**config.mk**
```make
export PLATFORM = sky130hd
export DESIGN_NAME = crp_write_master
export DESIGN_NICKNAME = d
export VERILOG_FILES = /design/src/rtl/crp_pkg.sv /design/src/rtl/crp_sync.sv /design/src/rtl/crp_tick.sv /design/src/rtl/crp_seq.sv /design/src/rtl/crp_write_master.sv
export SDC_FILE = /design/constraint.sdc
export NUM_CORES = 1
export LEC_CHECK = 0
export BUFFER_PORTS_ARGS = -buffer_cell sky130_fd_sc_hd__clkbuf_2
export CAP_MARGIN = 30
export CORE_ASPECT_RATIO = 0.6
export CORE_MARGIN = 3
export CORE_UTILIZATION = 40
export CTS_CLUSTER_SIZE = 24
export DETAILED_ROUTE_END_ITERATION = 10
export PLACE_DENSITY = 0.66
export SETUP_SLACK_MARGIN = 0.15
export SLEW_MARGIN = 20
export SYNTH_ARGS = -nofsm -noshare
export SYNTH_HDL_FRONTEND = slang
export SYNTH_SLANG_ARGS = --single-unit
```
**constraint.sdc**
```tcl
create_clock -name clk -period 1.9 [get_ports clk]
set_input_delay 0.57 -clock clk [delete_from_list [all_inputs] [get_ports clk]]
set_output_delay 0.57 -clock clk [all_outputs]
set_load 0.01 [all_outputs]
```
**src/rtl/crp_pkg.sv**
```systemverilog
// Package: shared types for the control-register port write sequencer.
// Assumes: 2-bit encodings are observed directly at the block's ports.
package crp_pkg;
    typedef enum logic [1:0] {
        ST_IDLE = 2'd0,
        ST_RISE = 2'd1,
        ST_FALL = 2'd2
    } crp_state_t;

    typedef enum logic [1:0] {
        PH_ADDR   = 2'd0,
        PH_DATA   = 2'd1,
        PH_COMMIT = 2'd2
    } crp_phase_t;

    typedef enum logic [1:0] {
        CRP_OK      = 2'd0,
        CRP_RISE_TO = 2'd1,
        CRP_FALL_TO = 2'd2
    } crp_err_t;
endpackage

```
**src/rtl/crp_sync.sv**
```systemverilog
// Module: multi-flop synchroniser for a single asynchronous level.
// Assumes: the input is a slow level (a handshake), not a pulse.
module crp_sync #(
    parameter int STAGES = 2
) (
    input  logic clk,
    input  logic rst_n,
    input  logic d_async,
    output logic q_sync
);
    logic [STAGES-1:0] chain;

    // Shift the asynchronous level through the flop chain.
    always_ff @(posedge clk) begin
        if (!rst_n) chain <= '0;
        else        chain <= {chain[STAGES-2:0], d_async};
    end

    assign q_sync = chain[STAGES-1];
endmodule

```
**src/rtl/crp_tick.sv**
```systemverilog
// Module: poll-interval prescaler; emits one tick every DIV core cycles.
// Assumes: clr restarts the interval so the first tick comes DIV cycles
// after the clearing edge.
module crp_tick #(
    parameter int DIV = 8
) (
    input  logic clk,
    input  logic rst_n,
    input  logic clr,
    output logic tick
);
    generate
        if (DIV <= 1) begin : g_pass
            assign tick = 1'b1;
        end else begin : g_div
            localparam int CW = $clog2(DIV);
            logic [CW-1:0] cnt;

            assign tick = (cnt == CW'(DIV - 1));

            // Count core cycles within the current poll interval.
            always_ff @(posedge clk) begin
                if (!rst_n || clr) cnt <= '0;
                else if (tick)     cnt <= '0;
                else               cnt <= cnt + 1'b1;
            end
        end
    endgenerate
endmodule

```
**src/rtl/crp_seq.sv**
```systemverilog
// Module: three-phase write sequencer with per-edge acknowledge timeouts.
// Assumes: ack_s is already synchronised; tick is one poll interval.
module crp_seq
    import crp_pkg::*;
#(
    parameter int WORD_W        = 16,
    parameter int TIMEOUT_TICKS = 100
) (
    input  logic              clk,
    input  logic              rst_n,
    input  logic              req_valid,
    input  logic [WORD_W-1:0] req_addr,
    input  logic [WORD_W-1:0] req_data,
    output logic              req_ready,
    input  logic              ack_s,
    input  logic              tick,
    output logic              restart,
    output logic [WORD_W-1:0] din,
    output logic              stb_addr,
    output logic              stb_data,
    output logic              stb_write,
    output logic              done_pulse,
    output logic              err_pulse,
    output logic [1:0]        err_code
);
    localparam int TW = $clog2(TIMEOUT_TICKS + 1);

    crp_state_t        state;
    crp_phase_t        phase;
    logic [WORD_W-1:0] addr_q, data_q;
    logic [TW-1:0]     tcnt;
    logic              accept, rise_ok, fall_ok, expire;

    assign req_ready = (state == ST_IDLE);
    assign accept    = req_ready && req_valid;
    assign rise_ok   = (state == ST_RISE) && ack_s;
    assign fall_ok   = (state == ST_FALL) && !ack_s;
    assign expire    = (state != ST_IDLE) && !rise_ok && !fall_ok && tick
                       && (tcnt == TW'(TIMEOUT_TICKS - 1));
    assign restart   = accept || rise_ok || fall_ok;

    // Bus value: the address in the first phase, the data word afterwards.
    assign din       = (phase == PH_ADDR) ? addr_q : data_q;
    assign stb_addr  = (state == ST_RISE) && (phase == PH_ADDR);
    assign stb_data  = (state == ST_RISE) && (phase == PH_DATA);
    assign stb_write = (state == ST_RISE) && (phase == PH_COMMIT);

    // Capture the request fields at acceptance only.
    always_ff @(posedge clk) begin
        if (!rst_n) begin
            addr_q <= '0;
            data_q <= '0;
        end else if (accept) begin
            addr_q <= req_addr;
            data_q <= req_data;
        end
    end

    // Count poll intervals spent in the current acknowledge wait.
    always_ff @(posedge clk) begin
        if (!rst_n || restart) tcnt <= '0;
        else if (tick && state != ST_IDLE) tcnt <= tcnt + 1'b1;
    end

    // Main handshake state machine and result pulses.
    always_ff @(posedge clk) begin
        if (!rst_n) begin
            state      <= ST_IDLE;
            phase      <= PH_ADDR;
            done_pulse <= 1'b0;
            err_pulse  <= 1'b0;
            err_code   <= CRP_OK;
        end else begin
            done_pulse <= 1'b0;
            err_pulse  <= 1'b0;
            err_code   <= CRP_OK;
            unique case (state)
                ST_IDLE: if (accept) begin
                    state <= ST_RISE;
                    phase <= PH_ADDR;
                end
                ST_RISE: if (rise_ok) begin
                    state <= ST_FALL;
                end else if (expire) begin
                    state     <= ST_IDLE;
                    err_pulse <= 1'b1;
                    err_code  <= CRP_RISE_TO;
                end
                ST_FALL: if (fall_ok) begin
                    if (phase == PH_COMMIT) begin
                        state      <= ST_IDLE;
                        done_pulse <= 1'b1;
                    end else begin
                        state <= ST_RISE;
                        phase <= (phase == PH_ADDR) ? PH_DATA : PH_COMMIT;
                    end
                end else if (expire) begin
                    state     <= ST_IDLE;
                    err_pulse <= 1'b1;
                    err_code  <= CRP_FALL_TO;
                end
                default: state <= ST_IDLE;
            endcase
        end
    end
endmodule

```
**src/rtl/crp_write_master.sv**
```systemverilog
// Module: top of the control-register port write sequencer.
// Assumes: cr_ack is asynchronous to clk; one write is in flight at most.
module crp_write_master #(
    parameter int WORD_W        = 16,
    parameter int SYNC_STAGES   = 2,
    parameter int TICK_DIV      = 8,
    parameter int TIMEOUT_TICKS = 100
) (
    input  logic              clk,
    input  logic              rst_n,
    input  logic              req_valid,
    output logic              req_ready,
    input  logic [WORD_W-1:0] req_addr,
    input  logic [WORD_W-1:0] req_data,
    output logic [WORD_W-1:0] cr_din,
    output logic              cr_cap_addr,
    output logic              cr_cap_data,
    output logic              cr_write,
    input  logic              cr_ack,
    output logic              done_pulse,
    output logic              err_pulse,
    output logic [1:0]        err_code
);
    logic ack_s, tick, restart;

    crp_sync #(.STAGES(SYNC_STAGES)) sync_i (
        .clk(clk), .rst_n(rst_n), .d_async(cr_ack), .q_sync(ack_s)
    );

    crp_tick #(.DIV(TICK_DIV)) tick_i (
        .clk(clk), .rst_n(rst_n), .clr(restart), .tick(tick)
    );

    crp_seq #(.WORD_W(WORD_W), .TIMEOUT_TICKS(TIMEOUT_TICKS)) seq_i (
        .clk(clk), .rst_n(rst_n),
        .req_valid(req_valid), .req_addr(req_addr), .req_data(req_data),
        .req_ready(req_ready), .ack_s(ack_s), .tick(tick), .restart(restart),
        .din(cr_din), .stb_addr(cr_cap_addr), .stb_data(cr_cap_data),
        .stb_write(cr_write), .done_pulse(done_pulse), .err_pulse(err_pulse),
        .err_code(err_code)
    );
endmodule

```
Word level (Yosys, flattened, before mapping). Index checks and enable logic that the tools add are counted.

Bits in registers: 52. Input port bits: 36. Output and inout port bits: 24.

Add/sub/neg operators: 2. Equal/unequal tests: 9. Multiplexer cells: 22. Reduce and logical (&&, ||, !) cells: 25.

Operator list (count): $mux W2 (11); $mux W16 (1); $logic_and A1 B1 Y1 (11); $pmux W2 S2 (2); $add A7 B1 Y7 const B (1); $eq A7 B7 Y1 const B (1); $mux W1 (6); $pmux W2 S3 (1); $eq A2 B1 Y1 const B (2); $eq A2 B2 Y1 const B (2); $logic_not A1 Y1 (4); $logic_not A2 Y1 (2); $ne A2 B2 Y1 const B (2); $reduce_and A4 Y1 (1); $reduce_bool A2 Y1 (2); $add A3 B1 Y3 const B (1); $eq A3 B3 Y1 const B (1); $logic_or A1 B1 Y1 (3); $reduce_and A3 Y1 (1); $ne A2 B1 Y1 const B (1); $pmux W1 S2 (1); $reduce_or A2 Y1 (1).

Logic depth before layout (Yosys ltp).
Depth in word-level cells: 10. Depth in mapped cells: 7. Depth with buffers taken out: 6.

Modules after synthesis. From an unflattened synthesis, not the netlist that was laid out.

Cell total of the unflattened synthesis: 260. Area, all modules: 2351.0 µm².

Modules (own cells, without submodules): crp_seq (times used 1, cells each 248, area an instance 2173.3 µm², sequential area each 940.9 µm²); crp_tick (times used 1, cells each 8, area an instance 125.1 µm², sequential area each 60.1 µm²); crp_sync (times used 1, cells each 4, area an instance 52.6 µm², sequential area each 40.0 µm²).

Worst setup path after synthesis. No wires, ideal clock.

Path kind: register -> output. Start point: register seq_i.phase[0]. End point: output port cr_din[10]. Arrival: 1305 ps. Required time: 1330 ps. Path slack: 25 ps. Stages on the path, launching flop included: 5. Path buffers: 2. Path through: dfxtp_1 -> clkbuf_1 -> nor2_2 -> buf_4 -> mux2_2.

Word-level cells in the longest chain between the ends: 2.

RTL lines: start: declaration (RTL line crp_seq.sv:29) `crp_phase_t phase;`; start signal: assignment (RTL line crp_seq.sv:95) `phase <= (phase == PH_ADDR) ? PH_DATA : PH_COMMIT;`; $logic_not A2 Y1 (RTL line crp_seq.sv:43) `assign din = (phase == PH_ADDR) ? addr_q : data_q;`; $mux W16 (RTL line crp_seq.sv:43); end: declaration (RTL line crp_write_master.sv:15) `output logic [WORD_W-1:0] cr_din,`.

No other way between the ends.

Final worst setup path.
Start point: register seq_i.phase[0]. End point: output port cr_din[1].

Same word-level chain as after synthesis.

==> metrics.md <==
| Metric | Value |
|---|---|
| Status | complete, but fails checks |
| Failing checks | setup timing |
| CP Launch Point | seq_i.phase[0] |
| Syn_area_per_cell | 8.55 µm² |
| Filler Cell Count | 494 |
| Via count of the first global-routing pass | 1690 |
| Hold_sp | tick_i.g_div.cnt[0] |
| Max-cap violations | 0 |
| Clock-pin slew on the worst setup and hold paths | 0.09 ns |
| Synth Net Count | 302 |
| Net count, final | 372 |
| Mapped cell area | 2210 µm² |
| Cell area after layout | 2890 µm² |
| FP Rows | 20 |
| Global-route wire length before repair | 8310 µm |
| Share of synthesized registers carrying an async set or reset | 0% |
| CP Launch Type | register |
| Most frequent cells in the layout | 72 x nand2_1, 54 x clkbuf_2, 48 x dfxtp_1 |
| Reg2Reg Launch Point | tick_i.g_div.cnt[0] |
| Initial antenna violation count | 0 |
| Drt first pass iters | 4 |
| Critical Path RT | 1.33 ns |
| Final worst setup slack | -0.0801 ns |
| Routed wire length | 5080 µm |
| DR DRC count | 0 |
| Share of layout cells above drive strength 1 | 35.2% |
| Final period util | 104% |
| Core area | 5200 µm² |
| Hold slack final | 0.436 ns |
| Chip width | 102 µm |
| Synth-to-layout area growth | 30.7% |
| Antenna viol nets, final | 0 |
| Rel. slew slack | 76.5% |
| Leak Pwr | 1.26 nW |
| Initial Utilization | 42.5% |
| GRT Util Overall | 15.7% |
| # diodes | 0 |
| Hold-fix buffers, CTS | 0 |
| Placed cells | 379 |
| CTS Sinks | 52 |
| Die height | 63.6 µm |
| Pins Over Slew Limit | 0 |
| Crit Path Class | reg2out |
| DRT iter0 DRCs | 97 |
| Total CTS buffers | 5 |
| I/O Pins | 60 |
| DR vias/cell | 4.91 |
| Worst VDD drop | 0.374 mV |
| Slew of the pin with the lowest slew margin | 0.352 ns |
| Overflow after GRT | 0 |
| FF+latch count, synth | 52 |
| Final hold violation count | 0 |
| # port buffers | 59 |
| Synth warnings | 0 |
| Post-layout util | 55.6% |
| Pwr dens | 721 nW/µm² |
| Placed cell areas | 2610 µm² |
| Sequential element share of the synthesized area | 47.0% |
| Clock Skew | 0.00412 ns |
| Final instance count without filler cells | 396 |
| Final worst path period need | 1.98 ns |
| CP Max Fanout | 10 |
| Post-synth EDFFs | 0 |
| Arrival time at the worst endpoint | 1.41 ns |
| Ys flop type | dfxtp_1 |
| Die ar. | 6490 µm² |
| RSZ-0062 raised after global routing | yes |
| Clk root buf | clkbuf_8 |
| Synth cell types | 35 |
| H-Tree Depth | 2 |
| CTS tree | built |
| Most common cell after layout, fill and taps aside | nand2_1 |
| Type of destination of the critical path | output pin |
| Clock latency on the worst-skew pair | 0.29 ns |
| Via Count | 1945 |
| Max Clock Freq | 505 MHz |
| Number of setup violations in the final report | 17 |
| Overall Power | 0.00209 W |
| HPWL after DPL | 3450 µm |
| Max Root-Sink Buffers | 2 |
| Mapped Cells | 259 |
| Drt wl/cell | 12.8 µm |
| Largest net degree at the start of global routing | 34 |
| Placer Congestion | 0.789 |
| Min-Delay Path Class | reg2reg |
-- layer usage --
metal | wire (µm) | vias up | track usage (%)
met2 | 2090 | 45 | 22.1
met4 | 15 | 0 | 1.96
met3 | 263 | 2 | 3.76
met1 | 2720 | 888 | 24.4
li1 | - | 1010 | -
met5 | 0 | - | 0
-- cell usage after synthesis (2+ instances only) --
library cell	n	area, µm²
nand2_1	73	274
dfxtp_1	52	1040
a21oi_1	35	175
mux2_2	16	180
nor2_1	12	45.0
clkbuf_1	10	37.5
and2_1	7	43.8
ha_1	7	87.6
xor2_1	5	43.8
nand4_1	4	25.0
buf_2	3	15.0
mux2i_1	3	30.0
nor2b_1	3	18.8
nor3b_1	3	22.5
inv_1	2	7.51
nand3_1	2	10.0
nor3_1	2	10.0
o211ai_1	2	15.0
or4_1	2	15.0
-- sequential cells by signal (all words and copies together), names as in the netlist --
signal / flops
seq_i.data_q: 16
tick_i.g_div.cnt: 3
sync_i.chain: 2
seq_i.state: 2
seq_i.tcnt: 7
seq_i.err_code: 2
seq_i.addr_q: 16
seq_i.phase: 2
seq_i.err_pulse: 1
seq_i.done_pulse: 1
-- stage by stage --
stage                     worst slack [ns]  TNS [ns]
after floorplan                      0.158         0
after global placement               0.175         0
after detailed placement             0.149         0
after CTS                          -0.0791     -1.07
after global routing                -0.145     -2.06
final                              -0.0801     -1.03
-- power breakdown --
| part | total, W | internal (W) | leakage [nW] | switching [W] |
|---|---|---|---|---|
| sequential | 0.00117 | 0.00114 | 0.428 | 0.0000300 |
| combinational | 0.000302 | 0.000143 | 0.791 | 0.000159 |
| clock | 0.000613 | 0.000263 | 0.0414 | 0.000351 |
-- kinds of logic after synthesis --
logic type               Yosys count  synth area share, %
buffers and inverters             18                 3.73
adder cells (fa/ha/maj)            7                 3.96
multiplexers                      19                 9.50
AND/OR/NAND/NOR                  115                 23.2
flip-flops                        52                 47.0
XOR/XNOR                           6                 2.37
AO/OA/AOI/OAI                     42                 10.2
-- path summary, 6_finish.rpt --
kind	slack, ns	end	cells past startpoint
setup / recovery	-0.08	cr_din[1]	4
hold reg to reg	0.44	tick_i.g_div.cnt[0]	1
setup reg to reg	0.28	seq_i.state[1]	6
hold / removal	0.44	tick_i.g_div.cnt[0]	1
-- worst max-delay path, cell delays in order, from the launching register on --
cell	delay [ns]
dfxtp_2	0.34
nor2_4	0.14
buf_8	0.16
mux2_2	0.34
clkbuf_2	0.13
-- area by class of cell --
class                      count  area, µm²  share of cell area [%]
clock buffer                   6       72.6                    2.51
clock inverter                 2       16.3                   0.562
inverter                       3       13.8                   0.476
multi-input combinational    189       1150                    39.9
sequential                    52       1050                    36.4
tap                           66       82.6                    2.85
timing repair buffer          78        500                    17.3
-- what timing repair did --
item,4_1_cts,5_1_grt
endpoints found under the setup margin,21,20
pin swaps,3,1
resized for setup,24,15
setup buffers,5,4
Power figures use the tool's default switching activity.
